### config.mk
export PLATFORM = sky130hd
export DESIGN_NAME = hash_regfront
export DESIGN_NICKNAME = d
export VERILOG_FILES = /design/src/rtl/hashfe_pkg.sv /design/src/rtl/hashfe_cmd_decode.sv /design/src/rtl/hashfe_job_ctrl.sv /design/src/rtl/hashfe_addr_bank.sv /design/src/rtl/hash_regfront.sv
export SDC_FILE = /design/constraint.sdc
export NUM_CORES = 1
export LEC_CHECK = 0
export CAP_MARGIN = 30
export CORE_MARGIN = 1
export CORE_UTILIZATION = 57
export CTS_CLUSTER_DIAMETER = 50
export DETAILED_ROUTE_END_ITERATION = 8
export GPL_TIMING_DRIVEN = 0
export PLACE_DENSITY = 0.85
export SYNTH_ARGS = -nofsm -noshare
export SYNTH_HDL_FRONTEND = slang
export SYNTH_SLANG_ARGS = --single-unit
### constraint.sdc
create_clock -name clk -period 7.9 [get_ports clk]
set_input_delay 2.37 -clock clk [delete_from_list [all_inputs] [get_ports clk]]
set_output_delay 2.37 -clock clk [all_outputs]
set_load 0.05 [all_outputs]
### src/rtl/hashfe_pkg.sv
// Shared constants and types for the hash front-end.
// Assumes byte offsets on an 8-bit register address.
package hashfe_pkg;
    localparam logic [7:0] OFS_STATUS = 8'h1C;
    localparam logic [7:0] OFS_BANK   = 8'h20;
    localparam logic [7:0] OFS_CMD    = 8'h30;

    localparam int STS_BUSY_BIT = 0;
    localparam int STS_DONE_BIT = 9;
    localparam int STS_OVR_BIT  = 23;

    localparam int CMD_BE_BIT    = 3;
    localparam int CMD_ACCUM_BIT = 8;

    typedef enum logic [1:0] {
        ALG_SHA1   = 2'd0,
        ALG_SHA256 = 2'd1,
        ALG_SHA384 = 2'd2,
        ALG_SHA512 = 2'd3
    } hash_alg_t;

    typedef struct packed {
        logic      ok;
        hash_alg_t alg;
        logic      accum;
        logic      big_endian;
    } cmd_fields_t;
endpackage

### src/rtl/hashfe_cmd_decode.sv
// Decodes a command word into algorithm and mode fields.
// Assumes the algorithm group is bits {10,6,5,4}; any other pattern is invalid.
module hashfe_cmd_decode
    import hashfe_pkg::*;
#(
    parameter int DATA_W = 32
) (
    input  logic [DATA_W-1:0] cmd,
    output cmd_fields_t       fields
);
    logic [3:0] grp;

    // Pick the algorithm group and classify it.
    always_comb begin
        grp = {cmd[10], cmd[6], cmd[5], cmd[4]};
        fields.accum      = cmd[CMD_ACCUM_BIT];
        fields.big_endian = cmd[CMD_BE_BIT];
        fields.ok         = 1'b1;
        fields.alg        = ALG_SHA1;
        case (grp)
            4'b0010: fields.alg = ALG_SHA1;
            4'b0101: fields.alg = ALG_SHA256;
            4'b1110: fields.alg = ALG_SHA384;
            4'b0110: fields.alg = ALG_SHA512;
            default: fields.ok  = 1'b0;
        endcase
    end
endmodule

### src/rtl/hashfe_job_ctrl.sv
// Job sequencer: busy flag, launch pulse, completion and overrun flags.
// Assumes launch_req is a command write strobe and cmd_ok its decode result.
module hashfe_job_ctrl (
    input  logic clk,
    input  logic rst_n,
    input  logic launch_req,
    input  logic cmd_ok,
    input  logic core_done,
    input  logic clr_done,
    input  logic clr_ovr,
    output logic accept,
    output logic busy,
    output logic start,
    output logic done_flag,
    output logic ovr_flag
);
    logic busy_q, start_q, done_q, ovr_q;

    // A launch is taken only when idle and the command decodes.
    assign accept = launch_req && !busy_q && cmd_ok;

    // Flag and pulse registers.
    always_ff @(posedge clk) begin
        if (!rst_n) begin
            busy_q  <= 1'b0;
            start_q <= 1'b0;
            done_q  <= 1'b0;
            ovr_q   <= 1'b0;
        end else begin
            start_q <= accept;
            if (accept)
                busy_q <= 1'b1;
            else if (core_done)
                busy_q <= 1'b0;
            if (busy_q && core_done)
                done_q <= 1'b1;
            else if (clr_done)
                done_q <= 1'b0;
            if (launch_req && !accept)
                ovr_q <= 1'b1;
            else if (clr_ovr)
                ovr_q <= 1'b0;
        end
    end

    assign busy      = busy_q;
    assign start     = start_q;
    assign done_flag = done_q;
    assign ovr_flag  = ovr_q;


    start_pulse_chk: assert property (@(posedge clk) disable iff (!rst_n)
        start_q |=> !start_q);

    busy_rise_chk: assert property (@(posedge clk) disable iff (!rst_n)
        $rose(busy_q) |-> start_q);

    done_flag_chk: assert property (@(posedge clk) disable iff (!rst_n)
        (busy_q && core_done) |=> (!busy_q && done_q));

    done_hold_chk: assert property (@(posedge clk) disable iff (!rst_n)
        (done_q && !clr_done) |=> done_q);

    done_wins_chk: assert property (@(posedge clk) disable iff (!rst_n)
        (busy_q && core_done && clr_done) |=> done_q);

    busy_refuse_chk: assert property (@(posedge clk) disable iff (!rst_n)
        (launch_req && busy_q) |=> (ovr_q && !start_q));
endmodule

### src/rtl/hashfe_addr_bank.sv
// Bank of writable parameter registers with a job snapshot of each.
// Assumes consecutive word offsets starting at BASE; snapshot on capture.
module hashfe_addr_bank #(
    parameter int         NREG   = 4,
    parameter int         DATA_W = 32,
    parameter int         ADDR_W = 8,
    parameter logic [7:0] BASE   = 8'h20
) (
    input  logic                         clk,
    input  logic                         rst_n,
    input  logic                         wr,
    input  logic [ADDR_W-1:0]            addr,
    input  logic [DATA_W-1:0]            wdata,
    input  logic                         capture,
    output logic                         rd_hit,
    output logic [DATA_W-1:0]            rd_data,
    output logic [NREG-1:0][DATA_W-1:0]  job_q
);
    localparam int STRIDE = DATA_W / 8;

    logic [NREG-1:0][DATA_W-1:0] live_q;
    logic [NREG-1:0]             sel;

    for (genvar i = 0; i < NREG; i++) begin : g_reg
        localparam logic [ADDR_W-1:0] OFS = ADDR_W'(int'(BASE) + i * STRIDE);
        assign sel[i] = (addr == OFS);

        // Software-visible copy.
        always_ff @(posedge clk) begin
            if (!rst_n)
                live_q[i] <= '0;
            else if (wr && sel[i])
                live_q[i] <= wdata;
        end

        // Snapshot handed to the core at launch.
        always_ff @(posedge clk) begin
            if (!rst_n)
                job_q[i] <= '0;
            else if (capture)
                job_q[i] <= live_q[i];
        end
    end

    // Read mux over the bank.
    always_comb begin
        rd_hit  = |sel;
        rd_data = '0;
        for (int k = 0; k < NREG; k++)
            if (sel[k])
                rd_data = live_q[k];
    end
endmodule

### src/rtl/hash_regfront.sv
// Register front-end for a hash core: status, parameter bank, command.
// Assumes single-cycle writes; reads are combinational on bus_addr.
module hash_regfront
    import hashfe_pkg::*;
#(
    parameter int DATA_W = 32,
    parameter int ADDR_W = 8,
    parameter int NPARAM = 4
) (
    input  logic              clk,
    input  logic              rst_n,
    input  logic              bus_wr,
    input  logic [ADDR_W-1:0] bus_addr,
    input  logic [DATA_W-1:0] bus_wdata,
    output logic [DATA_W-1:0] bus_rdata,
    output logic              core_start,
    output logic [1:0]        core_algo,
    output logic              core_accum,
    output logic              core_big_endian,
    output logic [DATA_W-1:0] core_src_addr,
    output logic [DATA_W-1:0] core_dig_addr,
    output logic [DATA_W-1:0] core_key_addr,
    output logic [DATA_W-1:0] core_len,
    input  logic              core_done,
    output logic              irq
);
    localparam logic [ADDR_W-1:0] A_STATUS = ADDR_W'(OFS_STATUS);
    localparam logic [ADDR_W-1:0] A_CMD    = ADDR_W'(OFS_CMD);

    logic                        cmd_wr, sts_wr, accept;
    logic                        busy, done_flag, ovr_flag;
    logic [DATA_W-1:0]           cmd_q;
    cmd_fields_t                 wr_fields, job_fields;
    logic                        bank_hit;
    logic [DATA_W-1:0]           bank_rd;
    logic [NPARAM-1:0][DATA_W-1:0] job_q;

    assign cmd_wr = bus_wr && (bus_addr == A_CMD);
    assign sts_wr = bus_wr && (bus_addr == A_STATUS);

    hashfe_cmd_decode #(.DATA_W(DATA_W)) u_dec_wr (
        .cmd    (bus_wdata),
        .fields (wr_fields)
    );

    hashfe_cmd_decode #(.DATA_W(DATA_W)) u_dec_job (
        .cmd    (cmd_q),
        .fields (job_fields)
    );

    hashfe_job_ctrl u_ctrl (
        .clk        (clk),
        .rst_n      (rst_n),
        .launch_req (cmd_wr),
        .cmd_ok     (wr_fields.ok),
        .core_done  (core_done),
        .clr_done   (sts_wr && bus_wdata[STS_DONE_BIT]),
        .clr_ovr    (sts_wr && bus_wdata[STS_OVR_BIT]),
        .accept     (accept),
        .busy       (busy),
        .start      (core_start),
        .done_flag  (done_flag),
        .ovr_flag   (ovr_flag)
    );

    hashfe_addr_bank #(
        .NREG   (NPARAM),
        .DATA_W (DATA_W),
        .ADDR_W (ADDR_W),
        .BASE   (OFS_BANK)
    ) u_bank (
        .clk     (clk),
        .rst_n   (rst_n),
        .wr      (bus_wr),
        .addr    (bus_addr),
        .wdata   (bus_wdata),
        .capture (accept),
        .rd_hit  (bank_hit),
        .rd_data (bank_rd),
        .job_q   (job_q)
    );

    // Last accepted command word.
    always_ff @(posedge clk) begin
        if (!rst_n)
            cmd_q <= '0;
        else if (accept)
            cmd_q <= bus_wdata;
    end

    // Register read mux.
    always_comb begin
        bus_rdata = '0;
        if (bus_addr == A_STATUS) begin
            bus_rdata[STS_BUSY_BIT] = busy;
            bus_rdata[STS_DONE_BIT] = done_flag;
            bus_rdata[STS_OVR_BIT]  = ovr_flag;
        end else if (bus_addr == A_CMD) begin
            bus_rdata = cmd_q;
        end else if (bank_hit) begin
            bus_rdata = bank_rd;
        end
    end

    assign core_algo       = job_fields.alg;
    assign core_accum      = job_fields.accum;
    assign core_big_endian = job_fields.big_endian;
    assign core_src_addr   = job_q[0];
    assign core_dig_addr   = job_q[1];
    assign core_key_addr   = job_q[2];
    assign core_len        = job_q[3];
    assign irq             = done_flag;


    cmd_keep_chk: assert property (@(posedge clk) disable iff (!rst_n)
        (cmd_wr && busy) |=> $stable(cmd_q));

    bad_alg_chk: assert property (@(posedge clk) disable iff (!rst_n)
        (cmd_wr && !wr_fields.ok) |=> (!core_start && ovr_flag));

    job_stable_chk: assert property (@(posedge clk) disable iff (!rst_n)
        (busy && !core_start) |-> $stable(core_src_addr));
endmodule

==> results.md <==
- # H-tree levels: 1
- Die X: approximately 150 um
- DP HPWL: 28.7 mm
- Core footprint: roughly 21,000 um^2
- Nets@finish: 1,659
- Setup bufs post-CTS: 0
- Vias per cell: about 6
- # rows: 53
- Vias: 11,200
- Worst-Skew Late Latency: 0.55 ns
- Crit path largest cell delay: 0.86 ns
- Main synth FF type: dfxtp_1
- First-pass GRT wire length: between 50 and 60 mm
- Status: complete, no violations
- Max Clock Skew: around 0.0099 ns
- R2r setup slk: about 6.2 ns
- Maximum vdd ir drop: 176 uV
- Syn_nets: 1,420
- Final setup vio count: 0
- RePlAce Congestion: roughly 0.97
- Worst-Margin Slew: ~0.77 ns
- Cell-internal power: ~2.4 mW
- Drt drc: 0
- Comb power frac: approximately 4.3%
- Required time worst endpoint: approximately 5.5 ns
- Tcrit/Tclk final: between 90 and 100%
- Mapped cell area: around 12,000 um^2
- Crit path top cell by count: clkdlybuf4s50_1
- PnR worst setup slack: 0.00858 ns
- Initial antenna violation count: 0
- Hold WC Path Type: register to register
- Post-Syn Area per Cell: 8.85 um^2
- Ys async rst share: 0%
- Longest Clk Path Bufs: 3
- Global Route met2 Usage: 59.6%
- Layout Utilization: 74.5%
- Unrepaired setup endpoints after global routing: no
- All-Layer GR Usage: between 30% and 40%
- WS Path Type: input pin to output port
- Root Driver: clkbuf_16
- Inserted Clock Buffers: 30
- Fmax: approximately 130 MHz
- Final setup TNS: 0 ns
- Final Hold Vio Count: 0
- Leading cell type in the layout, fill and taps excluded: nand2_1
- DP Worst Slack: around 0.066 ns
- CTS tree: done
- CP startpoint kind: input pin
- GRT overflow: 0
- Post-synth EDFFs: 0
- Initial DRC Count: just under 900
- Met3 Resource Use GR: 4.45%
- Layout overhead on the synthesized area: 28.3%
- Most frequent cells in the layout: nand2_1, dfxtp_1, clkdlybuf4s50_1
- Grt met1 use: 43.7%
- Nature of the critical path endpoint: output port
- Crit Path Max Fanout: 10
- Post-synthesis register bit count: slightly below 300
- Drt first pass iters: 5
- Clk pwr share: a little under half
- IO Pins: 210
- CP arrival: about 5.5 ns
- Layer with the highest usage: met2
- Netlist cell types: 39
- Final Max Tran Viols: 0
- Number of global-route vias before repair: ~11,000
- Initial core utilization: slightly below 60%
- Max_slew headroom: just under 50%
- Sequential share of the synthesized area: 48.0%
- Total die area: 21,900 um^2
- PortBufs: roughly 210
- Switching share of total power: 22.4%
- Syn Inst Count: ~1,400
- Layout cell share with drive strength beyond 1: between 7 and 8%
- Pwr dens: 197 nW/um^2
- Routed Wire Length: between 30 and 40 mm
- Synthesis Warnings: 0
- Leak pwr: between 5 and 6 nW
- Largest net degree at the start of global routing: 15
- Clock sinks: slightly below 300
- Fin crit period: 7.89 ns
- Seq pwr share: a little under half
- CP max-delay cell: clkdlybuf4s50_1
- Clk slew on worst S/H paths: about 0.060 ns
- Die Ht: 148 um
- WL/cell: 20.5 um
- Critical Path, Cell by Cell: clkdlybuf4s50_1 > or4b_1 > nor3_2 > buf_2 > o221ai_1 > o21ai_0 > clkdlybuf4s50_1
- Remaining antenna violation count: 0
- Max-Cap Viols: 0
- P_sw: slightly below 0.7 mW
[state kept, by name, indices dropped and copies added (netlist names)]
| register | count |
|---|---|
| u_ctrl.ovr_flag | 1 |
| u_ctrl.done_flag | 1 |
| u_ctrl.busy | 1 |
| u_bank.live_q | 128 |
| cmd_q | 32 |
| u_bank.job_q | 128 |
| u_ctrl.start | 1 |
[layout make-up]
class	count	area (um^2)
diodes	1	2.50
inverters	2	7.51
fillers	1561	5340
clock buffers	45	888
well taps	275	344
clock inverters	8	131
repair buffers	207	2070
flip-flops and latches	292	5850
plain buffers	111	544
multi-input cells	971	5780
[worst max-delay path, delay by kind of cell]
family | cells | cell delay [ns]
compound gates | 2 | 0.55
buf+inv | 3 | 1.71
simple gates | 2 | 0.88
[synth_stat cells (all sizes together), types with 5 or more instances]
master | count | area share [%]
nand2 | 481 | 15
dfxtp | 292 | 48
mux2i | 192 | 16
clkbuf | 73 | 2.3
a21boi | 65 | 4.0
o21ai | 62 | 2.5
buf | 38 | 2.2
nor2 | 36 | 1.1
nand3 | 35 | 1.4
mux2 | 32 | 3.0
o221ai | 32 | 2.3
nor3b | 5 | 0.35
[metal layers]
| layer | share of wire, % | wire length (um) |
|---|---|---|
| met5 | 0 | 0 |
| met4 | 5.2 | 2050 |
| met3 | 8.6 | 3380 |
| met2 | 47 | 18600 |
| met1 | 39 | 15100 |
[stage by stage]
step / power [mW] / instances / area [um^2] / hold WS (ns)
global route: 3.14 / 1911 / 15600 / 0.466
detailed placement: 1.63 / 1858 / 14600 / 0.446
finish: 3.07 / 1912 / 15600 / 0.457
CTS: 3.06 / 1911 / 15600 / 0.459
floorplan: 1.56 / 1376 / 12200 / 0.435
global placement: 1.63 / 1858 / 14600 / 0.442
[final timing paths]
kind | start | depth (start not counted) | end
worst max-delay path | bus_addr[6] | 7 | bus_rdata[19]
worst min-delay path | u_bank.job_q[116] | 2 | u_bank.job_q[116]
worst max register to register | u_ctrl.busy | 6 | cmd_q[0]
worst min register to register | u_bank.job_q[116] | 2 | u_bank.job_q[116]
[logic make-up (layout without fill, tap and decap cells)]
logic type,after synthesis,after routing,synth area share [%]
muxes,224,224,18.7
other,0,1,0
and+or+nand+nor,577,577,19.1
DFF,292,292,48.0
xor gates and xnor gates,1,1,0.0720
AOI/OAI and AO/OA,169,169,9.48
buffers and inverters,113,373,4.53
[what timing repair did]
item                       in CTS  in global routing
hold endpoints to repair        0                  0
gates resized for setup         0                  1
hold buffers                    0                  0
setup endpoints to repair       0                  1
[power groups by stage]
stage	sequential, mW	clock [mW]	combinational [mW]
floorplan	1.51	0	0.0573
global placement	1.51	0	0.125
detailed placement	1.51	0	0.126
CTS	1.47	1.46	0.127
global route	1.47	1.53	0.136
finish	1.47	1.47	0.132
Power figures use the tool's default switching activity.
